### src/rtl/nbc_pkg.sv
package nbc_pkg;
  typedef enum logic [1:0] {
    SEL_STATUS = 2'd0,
    SEL_PCTRL  = 2'd1,
    SEL_PADDR  = 2'd2,
    SEL_NONE   = 2'd3
  } nbc_sel_e;

  // bit positions inside the high byte of the status register
  localparam int HB_RESET = 7;
  localparam int HB_ONAIR = 6;
  localparam int HB_ATTN  = 5;
  localparam int HB_IEN   = 4;
  localparam int HB_PIEN  = 3;
  // bit position inside the low byte
  localparam int LB_AUX   = 5;
  // acknowledge position inside the high byte of parity control
  localparam int HB_ACK   = 0;
endpackage

### src/rtl/nbc_rst_sync.sv
module nbc_rst_sync (
  input  logic clk,
  input  logic rst_n,
  output logic rst_sn
);
  logic s1_q, s2_q;

  always_ff @(posedge clk or negedge rst_n) begin
    if (!rst_n) begin
      s1_q <= 1'b0;
      s2_q <= 1'b0;
    end else begin
      s1_q <= 1'b1;
      s2_q <= s1_q;
    end
  end

  assign rst_sn = s2_q;
endmodule

### src/rtl/nbc_ctrl_regs.sv
module nbc_ctrl_regs
  import nbc_pkg::*;
(
  input  logic       clk,
  input  logic       rst_sn,
  input  logic       wr_hi,
  input  logic       wr_lo,
  input  logic [7:0] wdata_hi,
  input  logic       wdata_aux,
  input  logic       irq_evt,
  output logic       ctl_reset,
  output logic       on_air,
  output logic       attn_q,
  output logic       ien,
  output logic       pien,
  output logic       aux_en,
  output logic       intf,
  output logic       attn_pulse
);
  logic rst_d, air_d, attn_d, ien_d, pien_d, aux_d, intf_d, pulse_d;

  always_comb begin
    rst_d   = ctl_reset;
    air_d   = on_air;
    attn_d  = attn_q;
    ien_d   = ien;
    pien_d  = pien;
    aux_d   = aux_en;
    if (wr_hi) begin
      rst_d  = wdata_hi[HB_RESET];
      air_d  = wdata_hi[HB_ONAIR];
      attn_d = wdata_hi[HB_ATTN];
      ien_d  = wdata_hi[HB_IEN];
      pien_d = wdata_hi[HB_PIEN];
    end
    if (wr_lo) aux_d = wdata_aux;
    pulse_d = wr_hi & attn_q & ~wdata_hi[HB_ATTN];
    intf_d  = irq_evt;
  end

  always_ff @(posedge clk or negedge rst_sn) begin
    if (!rst_sn) begin
      ctl_reset  <= 1'b0;
      on_air     <= 1'b0;
      attn_q     <= 1'b0;
      ien        <= 1'b0;
      pien       <= 1'b0;
      aux_en     <= 1'b0;
      intf       <= 1'b0;
      attn_pulse <= 1'b0;
    end else begin
      ctl_reset  <= rst_d;
      on_air     <= air_d;
      attn_q     <= attn_d;
      ien        <= ien_d;
      pien       <= pien_d;
      aux_en     <= aux_d;
      intf       <= intf_d;
      attn_pulse <= pulse_d;
    end
  end
endmodule

### src/rtl/nbc_par_cap.sv
module nbc_par_cap #(
  parameter int ADDR_W = 20
) (
  input  logic              clk,
  input  logic              rst_sn,
  input  logic              err_in,
  input  logic              src_in,
  input  logic              lane_in,
  input  logic [ADDR_W-1:0] addr_in,
  input  logic              ack,
  output logic              flag_q,
  output logic              src_q,
  output logic              lane_q,
  output logic [ADDR_W-1:0] addr_q
);
  logic              take;
  logic              flag_d, src_d, lane_d;
  logic [ADDR_W-1:0] addr_d;

  always_comb begin
    take   = err_in & (~flag_q | ack);
    flag_d = take | (flag_q & ~ack);
    if (take) begin
      src_d  = src_in;
      lane_d = lane_in;
      addr_d = addr_in;
    end else if (ack) begin
      src_d  = 1'b0;
      lane_d = 1'b0;
      addr_d = '0;
    end else begin
      src_d  = src_q;
      lane_d = lane_q;
      addr_d = addr_q;
    end
  end

  always_ff @(posedge clk or negedge rst_sn) begin
    if (!rst_sn) begin
      flag_q <= 1'b0;
      src_q  <= 1'b0;
      lane_q <= 1'b0;
      addr_q <= '0;
    end else begin
      flag_q <= flag_d;
      src_q  <= src_d;
      lane_q <= lane_d;
      addr_q <= addr_d;
    end
  end
endmodule

### src/rtl/nbc_board_ctl.sv
module nbc_board_ctl
  import nbc_pkg::*;
#(
  parameter int ADDR_W  = 20,
  parameter int STRAP_W = 4
) (
  input  logic              clk,
  input  logic              rst_n,
  input  logic [1:0]        reg_sel,
  input  logic              wr_en,
  input  logic [1:0]        wr_be,
  input  logic [15:0]       wr_data,
  output logic [15:0]       rd_data,
  input  logic              ctl_irq_in,
  input  logic              par_err_in,
  input  logic              par_src_in,
  input  logic              par_lane_in,
  input  logic [ADDR_W-1:0] par_addr_in,
  input  logic [STRAP_W-1:0] strap_haddr,
  input  logic              strap_bigram,
  output logic              ctl_reset,
  output logic              on_air,
  output logic              attn_pulse,
  output logic              aux_bus_en,
  output logic              irq_out
);
  localparam int LO_W = 16;
  localparam int HI_W = ADDR_W - LO_W;

  logic              rst_sn;
  logic              wr_status_hi, wr_status_lo, ack_hit;
  logic              attn_q, ien, pien, intf;
  logic              perr_q, psrc_q, plane_q;
  logic [ADDR_W-1:0] cap_addr;
  logic              unused_wr;

  nbc_rst_sync u_rsync (
    .clk    (clk),
    .rst_n  (rst_n),
    .rst_sn (rst_sn)
  );

  always_comb begin
    wr_status_hi = wr_en && (reg_sel == SEL_STATUS) && wr_be[1];
    wr_status_lo = wr_en && (reg_sel == SEL_STATUS) && wr_be[0];
    ack_hit      = wr_en && (reg_sel == SEL_PCTRL) && wr_be[1]
                   && wr_data[8 + HB_ACK];
  end

  assign unused_wr = ^{wr_data[10:9], wr_data[7:6], wr_data[4:0]};

  nbc_ctrl_regs u_ctrl (
    .clk        (clk),
    .rst_sn     (rst_sn),
    .wr_hi      (wr_status_hi),
    .wr_lo      (wr_status_lo),
    .wdata_hi   (wr_data[15:8]),
    .wdata_aux  (wr_data[LB_AUX]),
    .irq_evt    (ctl_irq_in),
    .ctl_reset  (ctl_reset),
    .on_air     (on_air),
    .attn_q     (attn_q),
    .ien        (ien),
    .pien       (pien),
    .aux_en     (aux_bus_en),
    .intf       (intf),
    .attn_pulse (attn_pulse)
  );

  nbc_par_cap #(.ADDR_W(ADDR_W)) u_par (
    .clk     (clk),
    .rst_sn  (rst_sn),
    .err_in  (par_err_in),
    .src_in  (par_src_in),
    .lane_in (par_lane_in),
    .addr_in (par_addr_in),
    .ack     (ack_hit),
    .flag_q  (perr_q),
    .src_q   (psrc_q),
    .lane_q  (plane_q),
    .addr_q  (cap_addr)
  );

  assign irq_out = (intf & ien) | (perr_q & pien);

  always_comb begin
    rd_data = '0;
    case (reg_sel)
      SEL_STATUS: begin
        rd_data[15]          = ctl_reset;
        rd_data[14]          = on_air;
        rd_data[13]          = attn_q;
        rd_data[12]          = ien;
        rd_data[11]          = pien;
        rd_data[9]           = perr_q;
        rd_data[8]           = intf;
        rd_data[5]           = aux_bus_en;
        rd_data[4]           = strap_bigram;
        rd_data[STRAP_W-1:0] = strap_haddr;
      end
      SEL_PCTRL: begin
        rd_data[7]        = psrc_q;
        rd_data[6]        = plane_q;
        rd_data[HI_W-1:0] = cap_addr[ADDR_W-1:LO_W];
      end
      SEL_PADDR: rd_data = cap_addr[LO_W-1:0];
      default:   rd_data = '0;
    endcase
  end
endmodule

### config.mk
export PLATFORM = sky130hd
export DESIGN_NAME = nbc_board_ctl
export DESIGN_NICKNAME = d
export VERILOG_FILES = /design/src/rtl/nbc_pkg.sv /design/src/rtl/nbc_rst_sync.sv /design/src/rtl/nbc_ctrl_regs.sv /design/src/rtl/nbc_par_cap.sv /design/src/rtl/nbc_board_ctl.sv
export SDC_FILE = /design/constraint.sdc
export NUM_CORES = 1
export LEC_CHECK = 0
export BUFFER_PORTS_ARGS = -buffer_cell sky130_fd_sc_hd__clkbuf_2
export CAP_MARGIN = 5
export CELL_PAD_IN_SITES_DETAIL_PLACEMENT = 1
export CELL_PAD_IN_SITES_GLOBAL_PLACEMENT = 1
export CORE_MARGIN = 2
export CORE_UTILIZATION = 38
export CTS_BUF_LIST = sky130_fd_sc_hd__clkbuf_2 sky130_fd_sc_hd__clkbuf_4 sky130_fd_sc_hd__clkbuf_8
export DETAILED_ROUTE_END_ITERATION = 10
export GPL_TIMING_DRIVEN = 0
export PLACE_DENSITY = 0.84
export RECOVER_POWER = 100
export SETUP_SLACK_MARGIN = 0.02
export SLEW_MARGIN = 0
export SYNTH_ARGS = -nofsm -noshare
export SYNTH_HDL_FRONTEND = slang
export SYNTH_HIERARCHICAL = 1
export SYNTH_SLANG_ARGS = --single-unit
### constraint.sdc
create_clock -name clk -period 1.07 [get_ports clk]
set_input_delay 0.107 -clock clk [delete_from_list [all_inputs] [get_ports clk]]
set_output_delay 0.107 -clock clk [all_outputs]
set_load 0.05 [all_outputs]
; Word-level counts from Yosys, hierarchy flattened
; Index checks and enable logic that the tools add are counted.
[classes]
n_eq_ne = 2
n_mux = 11
bitwise = 12
n_reduce_logical = 8
[op_table]
columns = op, count
row1 = two-way mux 20 bit, 2
row2 = case mux 2 bit (2 select lines), 3
row3 = case mux 4 bit (3 select lines), 1
row4 = case mux 5 bit (2 select lines), 1
row5 = bitwise AND 1 bit, 6
row6 = logical AND 1 bit, 6
row7 = two-way mux 1 bit, 4
row8 = inverter 1 bit, 3
row9 = OR 1 bit, 3
row10 = equality test 2 x 1 -> 1 bit (second input constant), 1
row11 = equality test 2 bit (second input constant), 1
row12 = zero test 2 bit, 1
row13 = nonzero test 2 bit, 1
[word_totals]
regBits = 33
in_bits = 52
output_inout_bits = 21
elab_cells = 47

; Depth between registers and ports, before layout
; Gate-level depths: netlist (run 1).
[depth]
depth_word = 7
depth_mapped = 6
ltp_nobuf = 5

; By module
; Netlist (run 1), hierarchy kept.
[modules_own_cells]
columns = mod, n_inst, cells_per_inst, area_per_inst_um2, seq_area_each_um2
row1 = nbc_par_cap, 1, 100, 1188.6, 575.6
row2 = nbc_board_ctl, 1, 53, 344.1, 0.0
row3 = nbc_ctrl_regs, 1, 15, 277.8, 200.2
row4 = nbc_rst_sync, 1, 3, 53.8, 50.0

; Least setup slack after synthesis (run 1)
; OpenSTA, ideal clock, no wires.
[synth_path]
path_type = register to output
start = register u_ctrl.on_air
end = output rd_data[14]
arrival_time_ns = 1.373
required_ns = 0.963
slack_ns = -0.410
path_stages_with_launch = 3
n_path_buf = 0
cell_sequence = dfrtp_1 -> a21oi_1 -> nor2_1
[synth_between]
elab_chain_cells = 1
[synth_rtl]
columns = item, line_no
row1 = "start, declared", nbc_ctrl_regs.sv:12  ; output logic on_air,
row2 = "start signal, assigned", nbc_ctrl_regs.sv:53  ; on_air <= air_d;
row3 = case mux 5 bit (2 select lines), nbc_board_ctl.sv:88  ; case (reg_sel)
row4 = "end, declared", nbc_board_ctl.sv:13  ; output logic [15:0] rd_data,
; Every way passes these cells.

; Worst setup path in the final report (run 1)
[layout_path]
start = register u_par.addr_q[0]
end = output rd_data[0]
[layout_between]
elab_chain_cells = 1
[layout_rtl]
columns = item, line_no
row1 = "start, declared", nbc_par_cap.sv:14  ; output logic [ADDR_W-1:0] addr_q
row2 = "start signal, assigned", nbc_par_cap.sv:48  ; addr_q <= addr_d;
row3 = case mux 4 bit (3 select lines), nbc_board_ctl.sv:88
; Every way passes these cells.

==> results.py, run 1 <==
metrics = {
    "floorplan": {
        "num_io_pins": 73,
        "dieArea_um2": 5480,
        "core_area_um2": 4720,
        "die_x_um": 74.0,
        "num_rows": 25,
        "fp.dieH_um": 74.0,
        "start_util_pct": 39.5,
    },
    "placement": {
        "dp_hpwl_um": 3880,
        "numPortBuffers": 63,
        "place.gp.congestion": 0.771,
        "dp.cells": 301,
    },
    "synth": {
        "yosys_warnings": 6,
        "synthesis.nets": 228,
        "synthFlopType": "dfrtp_1",
        "async_reset_ff_share_pct": 100,
        "synth_top_area_share_pct": 44.3,
        "synth_common_cells": "33 x dfrtp_1, 24 x inv_1, 22 x nand2_1",
        "netlist_instances": 171,
        "synth_most_common_cell": "dfrtp_1",
        "synth_area_um2": 1860,
        "synth_cell_type_count": 26,
        "ys_ff_latch": 33,
        "synth.avg_cell_area_um2": 10.9,
        "synth_edf_count": 0,
        "synth.largest_area_cell": "dfrtp_1",
        "synthTopCellsByArea": "dfrtp_1 44%, o32ai_2 17%, inv_1 4.8%",
        "ys_seq_area_share_pct": 44.3,
    },
    "sta": {
        "worstMarginPinSlew_ps": 721,
        "finalSetupTns_ps": -7150,
        "rsz0062_at_grt": "yes",
        "finalSetupViolations": 46,
        "fmax_mhz": 663,
        "fin_skew_ps": 10.0,
        "final-hold-violation-count": 0,
        "finalHoldWorstSlack_ps": 41.5,
        "max-slew-margin-rel_pct": 51.9,
        "timing.final.crit_period_ps": 1510,
        "layout_setup_ws_ps": -439,
        "final-max-slew-violation-count": 0,
        "fin_crit_sh_pct": 141,
    },
    "routing": {
        "drc": 0,
        "wl_per_cell_um": 24.3,
        "postRouteAntennaNets": 0,
        "drt_wl_total_um": 7880,
        "via_per_inst": 5.44,
        "vias": 1764,
        "drtPass1Iterations": 4,
        "drt_iter0_drc": 106,
    },
    "critical_path": {
        "worstPathArrival_ps": 1400,
        "worstPathCellList": "a222oi_1 > nor2_4 > buf_8",
        "worstSetupPathType": "reg2out",
        "cpPeakStageDelay_ps": 500,
        "path_max_fanout": 2,
        "cp-start-kind": "flip-flop",
        "crit_required_ps": 960,
        "critPathCaptureType": "primary output",
        "critPathSlowestCell": "a222oi_1",
    },
    "cells_and_area": {
        "nFillCells": 436,
        "final_cells": 324,
        "synthToLayoutAreaGrowth_pct": 78.7,
        "diodes": 0,
        "nets": 313,
        "drive_above_1_share_pct": 68.1,
    },
    "grt": {
        "antenna_found_initial": 0,
        "grt_pass1_vias": 2038,
        "grt_max_degree": 32,
        "grt_pass1_wl_um": 11100,
        "grtUsageTotal_pct": 27.9,
        "overflow": 0,
    },
    "clock_network": {
        "clkTransAtPathRegs_ps": 70,
        "tritoncts": "built",
        "cts_made_buffers": 5,
        "htree_levels": 2,
        "worstSkewPairLatency_ps": 290,
        "clockBufferDepth": 2,
        "root_buffer": "clkbuf_8",
        "cts_sinks": 33,
    },
    "power": {
        "power-per-cell-area_nw_per_um2": 1530,
        "power_mw": 5.11,
        "ir_drop_mv": 0.779,
        "p_leak_nw": 1.40,
    },
    "status": {
        "violations": "setup timing",
        "status": "finished, violations left",
    },
    "worst_hold_path": {
        "worstHoldPathType": "in2reg",
    },
    "flow_run": {
        "cap_viol_max_count": 0,
    },
}
[path summary, 6_finish.rpt]
| check | endpoint | slack, ps | cells after the start | from |
|---|---|---|---|---|
| setup / recovery | rd_data[0] | -440 | 3 | u_par/addr_q[0] |
| hold / removal | u_ctrl/pien | 40 | 2 | wr_data[11] |
| setup reg to reg | u_par/addr_q[6] | -160 | 5 | u_par/flag_q |
| hold reg to reg | u_ctrl/on_air | 330 | 0 | u_rsync/rst_sn |
| max in group asynchronous | u_par/addr_q[5] | 220 | 0 | u_rsync/rst_sn |
| min in group asynchronous | u_rsync/s1_q | 130 | 2 | rst_n |
[cells in the final DEF (no fill, tap or decap), types with 2 or more instances in the layout]
cell type and n:
a21oi_4 5, a31oi_4 7, buf_2 3, ha_4 4, a21oi_2 3, nor2_4 8, buf_4 8, a22o_1 2
dfrtp_1 24, mux2_4 5, buf_12 6, clkbuf_2 40, nor2_2 4, nand2_1 22, clkbuf_16 3, buf_8 17
buf_16 2, nor2b_4 2, clkbuf_8 7, clkbuf_4 2, inv_1 22, a222oi_1 4, dlygate4sd3_1 2, o32ai_4 7
a22oi_2 2, dfrtp_2 9, o32ai_2 15, buf_6 6
[flip-flops by register name, summed over array words and instances (netlist names)]
| signal | cells |
|---|---|
| u_ctrl/ien | 1 |
| u_ctrl/attn_pulse | 1 |
| u_rsync/s1_q | 1 |
| u_par/flag_q | 1 |
| u_par/src_q | 1 |
| u_ctrl/on_air | 1 |
| u_par/lane_q | 1 |
| u_ctrl/aux_en | 1 |
| u_par/addr_q | 20 |
| u_ctrl/attn_q | 1 |
| u_ctrl/ctl_reset | 1 |
| u_rsync/rst_sn | 1 |
| u_ctrl/intf | 1 |
| u_ctrl/pien | 1 |
[power by group]
| group | switching [mW] | internal (mW) |
|---|---|---|
| logic | 1.00 | 0.984 |
| registers | 0.328 | 1.52 |
| clock network | 0.487 | 0.785 |
[area by class of cell]
cell class | instances | area, um2 | share of cell area, %
multi-input cells | 102 | 1280 | 38.4
flip-flops and latches | 33 | 837 | 25.1
repair buffers | 78 | 733 | 22.0
plain buffers | 12 | 160 | 4.81
inverters | 24 | 119 | 3.57
clock buffers | 7 | 90.1 | 2.70
well taps | 67 | 83.8 | 2.52
clock inverters | 1 | 30.0 | 0.901
[worst max-delay path, delay by kind of cell (launching register included)]
kind	cells	cell delay (ps)
buffers and inverters	1	160
flip-flops	1	400
AND/OR/NAND/NOR	1	50
AO/OA/AOI/OAI	1	500
[metrics by stage]
stage / utilization (%) / cell area [um2] / worst slack, ps
6_report: 70.5 / 3330 / -439
5_1_grt: 70.5 / 3330 / -507
4_1_cts: 67.3 / 3180 / -425
3_5_place_dp: 52.1 / 2460 / -531
3_3_place_gp: 52.1 / 2460 / -537
2_1_floorplan: - / 2060 / -211
[what timing repair did]
item / in CTS / in global routing
pin swaps: 29 / 14
setup endpoints to repair: 78 / 47
gates cloned: 4 / 0
endpoints found under the hold margin: 3 / 0
buffers inserted: 7 / 3
gates resized for setup: 87 / 44
hold buffers: 2 / 0
[layer usage]
layer  track usage [%]  vias up  routed length, um
li1                  -      784                  -
met1              33.6      898               3220
met2              49.3       68               4160
met3              6.23       14                366
met4              8.89        0                143
met5                 0        -                  0
[cell families after synthesis]
| group | share of synthesized area (%) |
|---|---|
| AO/OA/AOI/OAI | 27.1 |
| adder cells (fa/ha/maj) | 3.36 |
| buffers and inverters | 10.3 |
| flip-flops | 44.3 |
| multiplexers | 3.62 |
| other | 0.201 |
| AND/OR/NAND/NOR | 11.1 |
Note: power is estimated with default switching activity, not from simulation.
==> run 2, diff against run 1 <==
--- a/config.mk
+++ b/config.mk
@@ -16,7 +16,6 @@
 export GPL_TIMING_DRIVEN = 0
 export PLACE_DENSITY = 0.84
 export RECOVER_POWER = 100
-export SETUP_SLACK_MARGIN = 0.02
 export SLEW_MARGIN = 0
 export SYNTH_ARGS = -nofsm -noshare
 export SYNTH_HDL_FRONTEND = slang
==> run 2 against run 1 <==
  * The run still ends with setup timing left
  * Sequential share of layout area is 0.29 points lower
  * Maximum frequency is 5.2% lower
  * Via count is 8.2% higher
  * Register-to-register slack worse by 40 ps
  * Clock power is 20% lower
  * Flip-flop and latch count stayed put
  * Combinational power is 8% higher
==> results.py, run 2 (synthesized netlist as in run 1, its figures left out) <==
metrics = {
    "grt": {
        "grt_pass1_vias": 2034,
        "grt_max_degree": 32,
        "antenna_found_initial": 0,
        "grt_pass1_wl_um": 11300,
        "grtUsageTotal_pct": 29.2,
        "overflow": 0,
    },
    "sta": {
        "timing.final.crit_period_ps": 1590,
        "max-slew-margin-rel_pct": 52.0,
        "fin_crit_sh_pct": 149,
        "worstMarginPinSlew_ps": 720,
        "fin_skew_ps": 5.65,
        "layout_setup_ws_ps": -522,
        "rsz0062_at_grt": "yes",
        "final-hold-violation-count": 0,
        "finalSetupViolations": 46,
        "fmax_mhz": 628,
        "final-max-slew-violation-count": 0,
    },
    "power": {
        "p_clk_share_pct": 20.3,
        "switching_share_pct": 39.1,
        "power_frac_seq_pct": 37.2,
        "power-per-cell-area_nw_per_um2": 1490,
        "p_leak_nw": 1.43,
        "ir_drop_mv": 0.918,
        "p_int_mw": 3.06,
        "p_sw_mw": 1.96,
        "pwr-share-comb_pct": 42.6,
    },
    "routing": {
        "wl_per_cell_um": 26.3,
        "drc": 0,
        "drtPass1Iterations": 7,
        "postRouteAntennaNets": 0,
        "drt_iter0_drc": 160,
        "drt_wl_total_um": 8740,
        "vias": 1909,
        "via_per_inst": 5.75,
    },
    "floorplan": {
        "core_area_um2": 4720,
        "start_util_pct": 39.5,
        "die_x_um": 74.0,
        "num_rows": 25,
        "num_io_pins": 73,
        "dieArea_um2": 5480,
        "fp.dieH_um": 74.0,
    },
    "cells_and_area": {
        "final_cell_mix": "40 x clkbuf_2, 23 x dfrtp_1, 22 x inv_1, 22 x nand2_1, 17 x buf_8",
        "nets": 321,
        "synthToLayoutAreaGrowth_pct": 81.1,
        "mostFrequentLayoutCell": "clkbuf_2",
        "utilization_pct": 71.5,
        "largest_reg_flops": 20,
        "diodes": 0,
        "drive_above_1_share_pct": 70.2,
        "top_register": "u_par/addr_q",
    },
    "placement": {
        "dp_hpwl_um": 3850,
        "numPortBuffers": 63,
        "place.gp.congestion": 0.765,
        "post-place-ws_ps": -528,
    },
    "critical_path": {
        "path_max_fanout": 2,
        "r2r_slack_ps": -200,
        "rr_startpoint": "u_par/flag_q",
        "r2r_cells": 5,
        "timing.rr.end": "u_par/addr_q[16]",
        "critPathCaptureType": "primary output",
        "cp-start-kind": "flip-flop",
        "crit_required_ps": 960,
        "worstPathArrival_ps": 1480,
        "worstSetupPathType": "reg2out",
    },
    "status": {
        "status": "finished, violations left",
        "violations": "setup timing",
    },
    "clock_network": {
        "tritoncts": "built",
        "cts_sinks": 33,
        "worstSkewPairLatency_ps": 300,
        "root_buffer": "clkbuf_8",
        "htree_levels": 2,
        "cts_made_buffers": 5,
        "clkTransAtPathRegs_ps": 70,
        "clockBufferDepth": 2,
    },
    "worst_hold_path": {
        "hold-path-cell-count": 2,
        "hold_start": "wr_data[11]",
        "holdPathEnd": "u_ctrl/pien",
        "worstHoldPathType": "in2reg",
    },
    "flow_run": {
        "cap_viol_max_count": 0,
    },
}
## run 2: cell count changes in the layout (fill, tap and decap cells not counted), sizes merged
cell,before,now
clkinv,0,2
bufinv,1,0
clkbuf,53,52
buf,42,50
## run 2: layer usage
metal / up-vias / global-route usage (%) / wire length [um]
met5: - / 0 / 0
met4: 0 / 10.7 / 262
met3: 20 / 6.37 / 500
met2: 104 / 50.9 / 4640
met1: 988 / 35.5 / 3330
li1: 797 / - / -
## run 2: metrics by stage
step	cells	hold slack (ps)	power [mW]	TNS, ps	cell area [um2]
2_1_floorplan	171	-189	2.75	-301	2040
3_3_place_gp	301	-107	3.04	-25230	2440
3_5_place_dp	301	-104	3.09	-27400	2440
4_1_cts	325	38.7	4.47	-5900	3180
5_1_grt	332	44.9	5.18	-9840	3380
6_report	332	45.6	5.02	-8690	3380
## run 2: how the worst max path moves through the flow
stage	from	cells past startpoint	end	slack (ps)
6_report	u_par/addr_q[0]	3	rd_data[0]	-520
3_3_place_gp	reg_sel[0]	7	rd_data[0]	-510
4_1_cts	u_par/addr_q[0]	3	rd_data[0]	-440
2_1_floorplan	u_ctrl/on_air	2	rd_data[14]	-210
3_5_place_dp	reg_sel[0]	7	rd_data[0]	-530
5_1_grt	u_par/addr_q[17]	3	rd_data[1]	-520
## run 2: what timing repair did
item / CTS / global route
pin swaps: 30 / 16
resized for setup: 91 / 38
endpoints found under the setup margin: 76 / 48
hold buffers: 2 / 0
gates cloned: 4 / 0
setup buffers: 10 / 7
hold endpoints to repair: 3 / 0
## run 2: cell type report
| cell class | instances | area, um2 |
|---|---|---|
| Buffer | 12 | 155 |
| Clock buffer | 6 | 76.3 |
| Clock inverter | 2 | 10.0 |
| Fill cell | 457 | 1350 |
| Inverter | 24 | 110 |
| Multi-Input combinational cell | 102 | 1270 |
| Sequential cell | 33 | 838 |
| Tap cell | 67 | 83.8 |
| Timing Repair Buffer | 86 | 831 |
## run 2: critical path, stage by stage (launching register included)
cell	delay (ps)
dfrtp_1	390
a222oi_1	560
nor2_4	70
buf_8	170
## run 2: power groups by stage
stage	sequential, mW	clock, mW	combinational (mW)
after global routing	1.90	1.06	2.22
final	1.87	1.02	2.14
after floorplan	1.77	0	0.983
after global placement	1.72	0	1.32
after CTS	1.77	0.965	1.73
after detailed placement	1.74	0	1.36
